$ cat config.mk
export PLATFORM = sky130hd
export DESIGN_NAME = alu_trap_core
export DESIGN_NICKNAME = d
export VERILOG_FILES = /design/src/rtl/alu_trap_pkg.sv /design/src/rtl/alu_imm_extend.sv /design/src/rtl/alu_addsub.sv /design/src/rtl/alu_compare.sv /design/src/rtl/alu_trap_core.sv
export SDC_FILE = /design/constraint.sdc
export NUM_CORES = 1
export LEC_CHECK = 0
export ABC_AREA = 1
export BUFFER_PORTS_ARGS = -buffer_cell sky130_fd_sc_hd__buf_2
export CAP_MARGIN = 10
export CORE_UTILIZATION = 40
export CTS_CLUSTER_DIAMETER = 120
export CTS_CLUSTER_SIZE = 16
export DETAILED_ROUTE_END_ITERATION = 10
export GPL_ROUTABILITY_DRIVEN = 0
export PLACE_DENSITY = 0.62
export SYNTH_ARGS = -nofsm -noshare
export SYNTH_HDL_FRONTEND = slang
export SYNTH_SLANG_ARGS = --single-unit
export TNS_END_PERCENT = 5
$ cat constraint.sdc
create_clock -name clk -period 5.8 [get_ports clk]
set_input_delay 0.87 -clock clk [delete_from_list [all_inputs] [get_ports clk]]
set_output_delay 0.87 -clock clk [all_outputs]
set_load 0.1 [all_outputs]
$ cat src/rtl/alu_trap_pkg.sv
package alu_trap_pkg;

    parameter int DATA_W = 32;
    parameter int IMM_W  = 16;
    parameter int IDX_W  = 5;
    parameter int OP_W   = 4;

    typedef enum logic [OP_W-1:0] {
        OP_ADD   = 4'd0,
        OP_ADDU  = 4'd1,
        OP_SUB   = 4'd2,
        OP_SUBU  = 4'd3,
        OP_ADDI  = 4'd4,
        OP_ADDIU = 4'd5,
        OP_SLT   = 4'd6,
        OP_SLTU  = 4'd7,
        OP_LUI   = 4'd8,
        OP_ORI   = 4'd9
    } alu_op_e;

    typedef enum logic {
        EXC_IDLE  = 1'b0,
        EXC_RAISE = 1'b1
    } exc_state_e;

endpackage

$ cat src/rtl/alu_imm_extend.sv
module alu_imm_extend #(
    parameter int DW = 32,
    parameter int IW = 16
) (
    input  logic [IW-1:0] imm,
    input  logic          sign_mode,
    output logic [DW-1:0] ext
);
    localparam int PAD_W = DW - IW;

    // copies the top bit of the immediate upward; R5 fills with zeros.
    always_comb begin
        ext = {{PAD_W{sign_mode & imm[IW-1]}}, imm};
    end
endmodule

$ cat src/rtl/alu_addsub.sv
module alu_addsub #(
    parameter int DW = 32
) (
    input  logic [DW-1:0] a,
    input  logic [DW-1:0] b,
    input  logic          sub,
    output logic [DW-1:0] sum,
    output logic          ovf
);
    localparam int MSB = DW - 1;

    logic [DW-1:0] b_eff;

    always_comb begin
        b_eff = sub ? ~b : b;
        sum   = a + b_eff + {{(DW-1){1'b0}}, sub};
        // Overflow: the effective operands agree in sign and the result does not.
        ovf   = (a[MSB] == b_eff[MSB]) && (sum[MSB] != a[MSB]);
    end
endmodule

$ cat src/rtl/alu_compare.sv
module alu_compare #(
    parameter int DW = 32
) (
    input  logic [DW-1:0] a,
    input  logic [DW-1:0] b,
    input  logic          unsigned_mode,
    output logic          lt
);
    always_comb begin
        if (unsigned_mode) lt = (a < b);
        else               lt = ($signed(a) < $signed(b));
    end
endmodule

$ cat src/rtl/alu_trap_core.sv
module alu_trap_core
    import alu_trap_pkg::*;
#(
    parameter int DW  = DATA_W,
    parameter int IW  = IMM_W,
    parameter int XW  = IDX_W,
    parameter int OPW = OP_W
) (
    input  logic           clk,
    input  logic           rst_n,
    input  logic           op_valid,
    input  logic [OPW-1:0] op_sel,
    input  logic [XW-1:0]  rs_idx,
    input  logic [DW-1:0]  rs_val,
    input  logic [XW-1:0]  rt_idx,
    input  logic [DW-1:0]  rt_val,
    input  logic [IW-1:0]  imm16,
    output logic [DW-1:0]  result,
    output logic           wr_cancel,
    output logic           ovf_exc
);
    localparam int LO_W = DW - IW;

    alu_op_e       op;
    logic [DW-1:0] opa, opb, imm_ext, arith_b, arith_sum;
    logic          imm_signed, use_imm, do_sub, arith_ovf;
    logic          cmp_unsigned, cmp_lt, can_trap;
    exc_state_e    state_q, state_d;

    // index zero is the hard-wired zero register.
    always_comb begin
        op  = alu_op_e'(op_sel);
        opa = (rs_idx == '0) ? '0 : rs_val;
        opb = (rt_idx == '0) ? '0 : rt_val;
    end

    always_comb begin
        imm_signed   = (op == OP_ADDI);
        use_imm      = (op == OP_ADDI) || (op == OP_ADDIU);
        do_sub       = (op == OP_SUB)  || (op == OP_SUBU);
        cmp_unsigned = (op == OP_SLTU);
        can_trap     = (op == OP_ADD)  || (op == OP_SUB) || (op == OP_ADDI);
        arith_b      = use_imm ? imm_ext : opb;
    end

    alu_imm_extend #(.DW(DW), .IW(IW)) u_ext (
        .imm       (imm16),
        .sign_mode (imm_signed),
        .ext       (imm_ext)
    );

    alu_addsub #(.DW(DW)) u_addsub (
        .a   (opa),
        .b   (arith_b),
        .sub (do_sub),
        .sum (arith_sum),
        .ovf (arith_ovf)
    );

    alu_compare #(.DW(DW)) u_cmp (
        .a             (opa),
        .b             (opb),
        .unsigned_mode (cmp_unsigned),
        .lt            (cmp_lt)
    );

    always_comb begin
        unique case (op)
            OP_ADD, OP_ADDU, OP_SUB, OP_SUBU,
            OP_ADDI, OP_ADDIU:  result = arith_sum;
            OP_SLT, OP_SLTU:    result = {{(DW-1){1'b0}}, cmp_lt};
            OP_LUI:             result = {imm16, {LO_W{1'b0}}};
            OP_ORI:             result = opa | {{LO_W{1'b0}}, imm16};
            default:            result = '0;
        endcase
    end

    // only the signed forms may cancel the write.
    always_comb begin
        wr_cancel = op_valid && can_trap && arith_ovf;
    end

    // Exception state machine: state register.
    always_ff @(posedge clk) begin
        if (!rst_n) state_q <= EXC_IDLE;
        else        state_q <= state_d;
    end

    // Transitions: EXC_IDLE/EXC_RAISE -> EXC_RAISE on a trap, else -> EXC_IDLE.
    always_comb begin
        unique case (state_q)
            EXC_IDLE:  state_d = wr_cancel ? EXC_RAISE : EXC_IDLE;
            EXC_RAISE: state_d = wr_cancel ? EXC_RAISE : EXC_IDLE;
            default:   state_d = EXC_IDLE;
        endcase
    end

    // Outputs of the state machine.
    always_comb begin
        ovf_exc = (state_q == EXC_RAISE);
    end
endmodule

==> reports/metrics.cfg, run 1 <==
[sta]
post-route-period-util_pct = 89.7
maxSlewHeadroom_pct = 49.7
rsz0062_at_grt = no
min_period_ps = 5200
hold_viol = 0
tightest_slew_ps = 753
final.setup.tns_ps = 0
finalMaxSlewViolations = 0
setup_viol = 0
max_clock_freq_mhz = 192

[layout]
filler_cell_count = 1138
fin_nets = 1025
drive_gt1_share_pct = 19.8
largest_reg_flops = 1
area_growth_pct = 20.3
multi_input_area_um2 = 3700
final_core_utilization_pct = 50.3
register_area_um2 = 20.0
antenna-diode-count = 0

[routing]
via_per_inst = 5.33
wire_per_inst_um = 15.0
vias = 5317
drtAntennaViolNets = 0
drt-pass1-iter-count = 5
drt_iter0_markers = 259
wl_um = 14900
drc = 0

[synth]
synth_seq_cells = 1
synth_area_leader_cell = nand2_1
syn_area_um2 = 4140
yosysSeqAreaShare_pct = 0.483
yosys-top-cells-area = nand2_1 (22%), ha_1 (18%), o21ai_0 (7.5%)
synth_most_common_cell = nand2_1
yosysTopAreaCellShare_pct = 21.6
async_reset_ff_share_pct = 0
synth_edf_count = 0
synth_nets = 909
postSynthCellCount = 750
ys.flop_type = dfxtp_1
synthTopCellsByCount = nand2_1 (239), inv_1 (82), o21ai_0 (62), ha_1 (61), a21oi_1 (57)
ys_warn_count = 0
synth_cell_type_count = 43
avgSynthCellArea_um2 = 5.53

[hold_path]
hold_depth = 3
hold_start = rst_n
min-delay-path-class = input pin to flip-flop
holdPathEnd = ovf_exc

[floorplan]
start_util_pct = 41.8
rows = 36
coreArea_um2 = 9910
die_w_um = 104
ios = 131
die_h_um = 104
dieArea_um2 = 10800

[setup_path]
start_kind = input pin
cp_max_fo = 32
worstSetupPathType = input pin to primary output
arrival_ps = 4330
cp.required_ps = 4930
endpoint_kind = primary output

[clock_network]
cts-resized-gates = 0
clkSlewWorstSetupHoldPaths_ps = 0
hold_buffers = 0
post_cts_buffers = 0

[grt]
grt_pass1_wl_um = 24300
grt_start_max_net_pins = 34
track_usage_pct = 27.2
grt_pass1_vias = 5069
overflow = 0
antenna_found_initial = 0

[place]
place.port_buffers = 130
dp_hpwl_um = 12600

[power_and_ir_drop]
p_leak_uw = 0.00287
p_per_area_nw_per_um2 = 187
max-vdd-ir-drop_uv = 122

[outcome]
outcome = completed

[run]
maxCapViolations = 0

## logic make-up after synthesis
kind of cell	count (synthesis)	synth area share (%)
AND/OR/NAND/NOR	366	37.9
buffers and inverters	111	10.3
flip-flops	1	0.483
adder cells (fa/ha/maj)	62	18.9
XOR/XNOR	43	9.09
AO/OA/AOI/OAI	167	23.3
## cells in the final DEF (no fill, tap or decap), drive strengths merged
master    n
inv      90
nor4      2
dfxtp     1
o211ai    9
a41oi     1
buf     134
or2       5
xor2     35
nand2   252
a21oi    58
nor3     11
clkinv    1
o21ai    68
nand3    42
fa        1
o21a      9
ha       61
o221ai    5
a211oi    4
o221a     1
xnor2     8
nand4     3
a21boi    2
a31oi     5
a21o      2
o21bai    3
nand3b    3
nor2     47
and3      1
## area by class of cell
class | instances | share of cell area [%]
repair buffers | 134 | 15.2
well taps | 133 | 3.34
inverters | 91 | 6.90
flip-flops and latches | 1 | 0.402
multi-input cells | 638 | 74.2
## stage by stage
step | cells | hold WS, ps | worst slack, ps | total power (uW) | instance area, um2
detailed placement | 997 | 1100 | 672 | 920 | 4980
floorplan | 750 | 995 | 17.6 | 715 | 4140
CTS | 997 | 1100 | 658 | 923 | 4980
global placement | 997 | 1100 | 750 | 911 | 4980
finish | 997 | 1090 | 596 | 932 | 4980
global route | 997 | 1120 | 263 | 1010 | 4980
## report_power, final
group	leakage [uW]	total, uW	switching [uW]	internal (uW)
registers	0.00000807	7.16	0.0239	7.14
clock network	0	0	0	0
logic	0.00286	925	664	261
total	0.00287	932	664	268
## critical path, cell delays in order
cell and delay [ps]:
buf_2 120, inv_2 80, nand3_4 210, inv_4 320
o21ai_2 280, nand2_1 150, xor2_1 150, ha_1 290
a21oi_1 290, o21a_1 200, o21ai_1 90, nand3_1 90
nand2_1 50, a21oi_1 230, nand2_1 130, nand2_1 110
nand3_1 80, o221ai_1 80, buf_2 470
## how the worst max path moves through the flow
stage / start / to / slack [ps]
6_report: op_sel[1] / result[31] / 600
5_1_grt: op_sel[1] / result[31] / 260
4_1_cts: op_sel[1] / result[31] / 660
3_5_place_dp: op_sel[1] / result[31] / 670
3_3_place_gp: op_sel[1] / result[25] / 750
2_1_floorplan: rt_idx[3] / result[14] / 20
## per-layer routing
metal | vias to the layer above | track usage (%) | routed length (um)
met3 | 23 | 1.76 | 1030
met5 | - | 0 | 0
met1 | 2385 | 37.6 | 7060
li1 | 2711 | - | -
met2 | 198 | 46.2 | 6540
met4 | 0 | 5.51 | 312
Note: power is estimated with default switching activity, not from simulation.
==> run 2: changes to the inputs <==
Settings changed: CORE_UTILIZATION 40 to 58, PLACE_DENSITY 0.62 to unset, PLACE_DENSITY_LB_ADDON set to 0.1.
==> run 2 against run 1 <==
Against the previous run:
- setup slack lost 51 ps
- largest power group unchanged
- total power shrank 1.4%
- core utilization grew 21 points
- flip-flop and latch count is the same
- first-iteration DRC count grew 80%
- die area shrank 30%
==> reports/metrics.cfg, run 2 (same netlist as run 1, synthesis figures left out) <==
[outcome]
outcome = completed  ; unchanged

[clock_network]
cts-resized-gates = 0  ; unchanged
clkSlewWorstSetupHoldPaths_ps = 0  ; about the same
post_cts_buffers = 0  ; unchanged
hold_buffers = 0  ; unchanged

[floorplan]
coreArea_um2 = 6830  ; was 9910 um2
rows = 30  ; was 36
ios = 131  ; unchanged
die_h_um = 86.5  ; was 104 um
start_util_pct = 60.7  ; was 41.8%
dieArea_um2 = 7490  ; was 10,800 um2
die_w_um = 86.5  ; was 104 um

[routing]
wl_um = 13900  ; was 14,900 um
drc = 0  ; unchanged
via_per_inst = 5.75  ; was 5.33
drt-pass1-iter-count = 6  ; was 5
drt_iter0_markers = 465  ; was 259
vias = 5520  ; was 5,317
drtAntennaViolNets = 0  ; unchanged
wire_per_inst_um = 14.4  ; was 15.0 um

[layout]
layout_commonest_cell = nand2_1  ; unchanged
area_growth_pct = 18.1  ; was 20.3%
final_cell_mix = nand2_1 (239), buf_2 (128), inv_1 (82)  ; was nand2_1 (239), buf_2 (125), inv_1 (82)
filler_cell_count = 644  ; was 1,138
final_cell_area_um2 = 4890  ; was 4980 um2
largest_reg_flops = 1  ; unchanged
stdcell_count = 960  ; was 997
register_area_um2 = 20.0  ; unchanged
fin_nets = 1025  ; unchanged
antenna-diode-count = 0  ; unchanged
multi_input_area_um2 = 3700  ; unchanged
drive_gt1_share_pct = 19.8  ; unchanged

[sta]
post-route-period-util_pct = 90.6  ; was 89.7%
finalMaxSlewViolations = 0  ; unchanged
maxSlewHeadroom_pct = 52.5  ; was 49.7%
min_period_ps = 5260  ; was 5200 ps
max_clock_freq_mhz = 190  ; was 192 MHz
final.setup.tns_ps = 0  ; unchanged
rsz0062_at_grt = no  ; unchanged
setup_viol = 0  ; unchanged
tightest_slew_ps = 711  ; was 753 ps
hold_viol = 0  ; unchanged

[power_and_ir_drop]
p_leak_uw = 0.00286  ; was 0.00287 uW
max-vdd-ir-drop_uv = 132  ; was 122 uV
p_per_area_nw_per_um2 = 188  ; was 187 nW/um2

[run]
maxCapViolations = 0  ; unchanged

[setup_path]
arrival_ps = 4390  ; was 4330 ps
path_delay_family = simple AND/OR/NAND/NOR gates  ; was compound AO/OA/AOI/OAI gates
cp.required_ps = 4930  ; about the same
slowest_delay_ps = 480  ; was 470 ps
endpoint = result[16]  ; was result[31]
start_kind = input pin  ; unchanged
endpoint_kind = primary output  ; unchanged
crit_start = rs_idx[4]  ; was op_sel[1]
worstSetupPathType = input pin to primary output  ; unchanged
path_buf_inv = 5  ; was 4
cp.depth = 20  ; was 19
cp_max_fo = 19  ; was 32
crit_slowest_cell = fa_1  ; was buf_2
cp_cell_sequence = buf_2, nor3_1, nand2_1, buf_4, nand2_1, inv_1, fa_1, nand2_1, o21a_1, o21ai_2, inv_2, o21bai_2, nand2_1, nand2_2, nand2_1, nand2_1, a21oi_1, o21ai_0, o211ai_1, buf_2  ; was buf_2, inv_2, nand3_4, inv_4, o21ai_2, nand2_1, xor2_1, ha_1, a21oi_1, o21a_1, o21ai_1, nand3_1, nand2_1, a21oi_1, nand2_1, nand2_1, nand3_1, o221ai_1, buf_2
crit_top_cell = nand2_1  ; unchanged

[grt]
grt_pass1_vias = 4994  ; was 5,069
antenna_found_initial = 0  ; unchanged
overflow = 0  ; unchanged
track_usage_pct = 36.4  ; was 27.2%
grt_pass1_wl_um = 22100  ; was 24,300 um
grt_start_max_net_pins = 34  ; unchanged

[place]
dp_hpwl_um = 11600  ; was 12,600 um
place_area_um2 = 4890  ; was 4980 um2
place.port_buffers = 130  ; unchanged
dp_cells = 960  ; was 997

[hold_path]
hold_start = rst_n  ; unchanged
min-delay-path-class = input pin to flip-flop  ; unchanged

==> run 2: cell types whose count changed in the layout (fill, tap and decap cells not counted) <==
| cell | before | now |
|---|---|---|
| buf_2 | 125 | 128 |
| buf_12 | 5 | 2 |
==> run 2: how the worst min path moves through the flow <==
stage / end / slack, ps / cells after the start
floorplan: ovf_exc / 1000 / 2
global placement: ovf_exc / 1110 / 3
detailed placement: ovf_exc / 1110 / 3
CTS: ovf_exc / 1110 / 3
global route: ovf_exc / 1120 / 3
finish: ovf_exc / 1110 / 3
==> run 2: where the power goes <==
part	leakage, uW	total (uW)	switching [uW]	internal [uW]
Combinational	0.00285	912	661	250
Clock	0	0	0	0
Sequential	0.00000807	7.17	0.0307	7.14
Total	0.00286	919	661	257
==> run 2: final cells by class <==
type                            instances  share of cell area, %
Tap cell                               96                   2.46
Sequential cell                         1                  0.409
Inverter                               91                   7.03
Multi-Input combinational cell        638                   75.6
Timing Repair Buffer                  134                   14.5
==> run 2: metrics by stage <==
step	power, uW	worst slack (ps)	utilization [%]	hold WS [ps]
after detailed placement	899	658	71.6	1110
after global routing	984	308	71.6	1120
after CTS	903	645	71.6	1110
after global placement	884	736	71.6	1110
final	919	545	71.6	1110
after floorplan	715	17.6	-	995
==> run 2: tightest hold or removal path: cells and delay by family <==
family,cells,cell delay (ps)
buffers and inverters,2,150
and+or+nand+nor,1,40
==> run 2: layer usage <==
layer,GRT usage [%],wire [um]
met5,0,0
met4,14.4,461
met2,61.4,6130
met3,3.05,1480
met1,47.9,5790
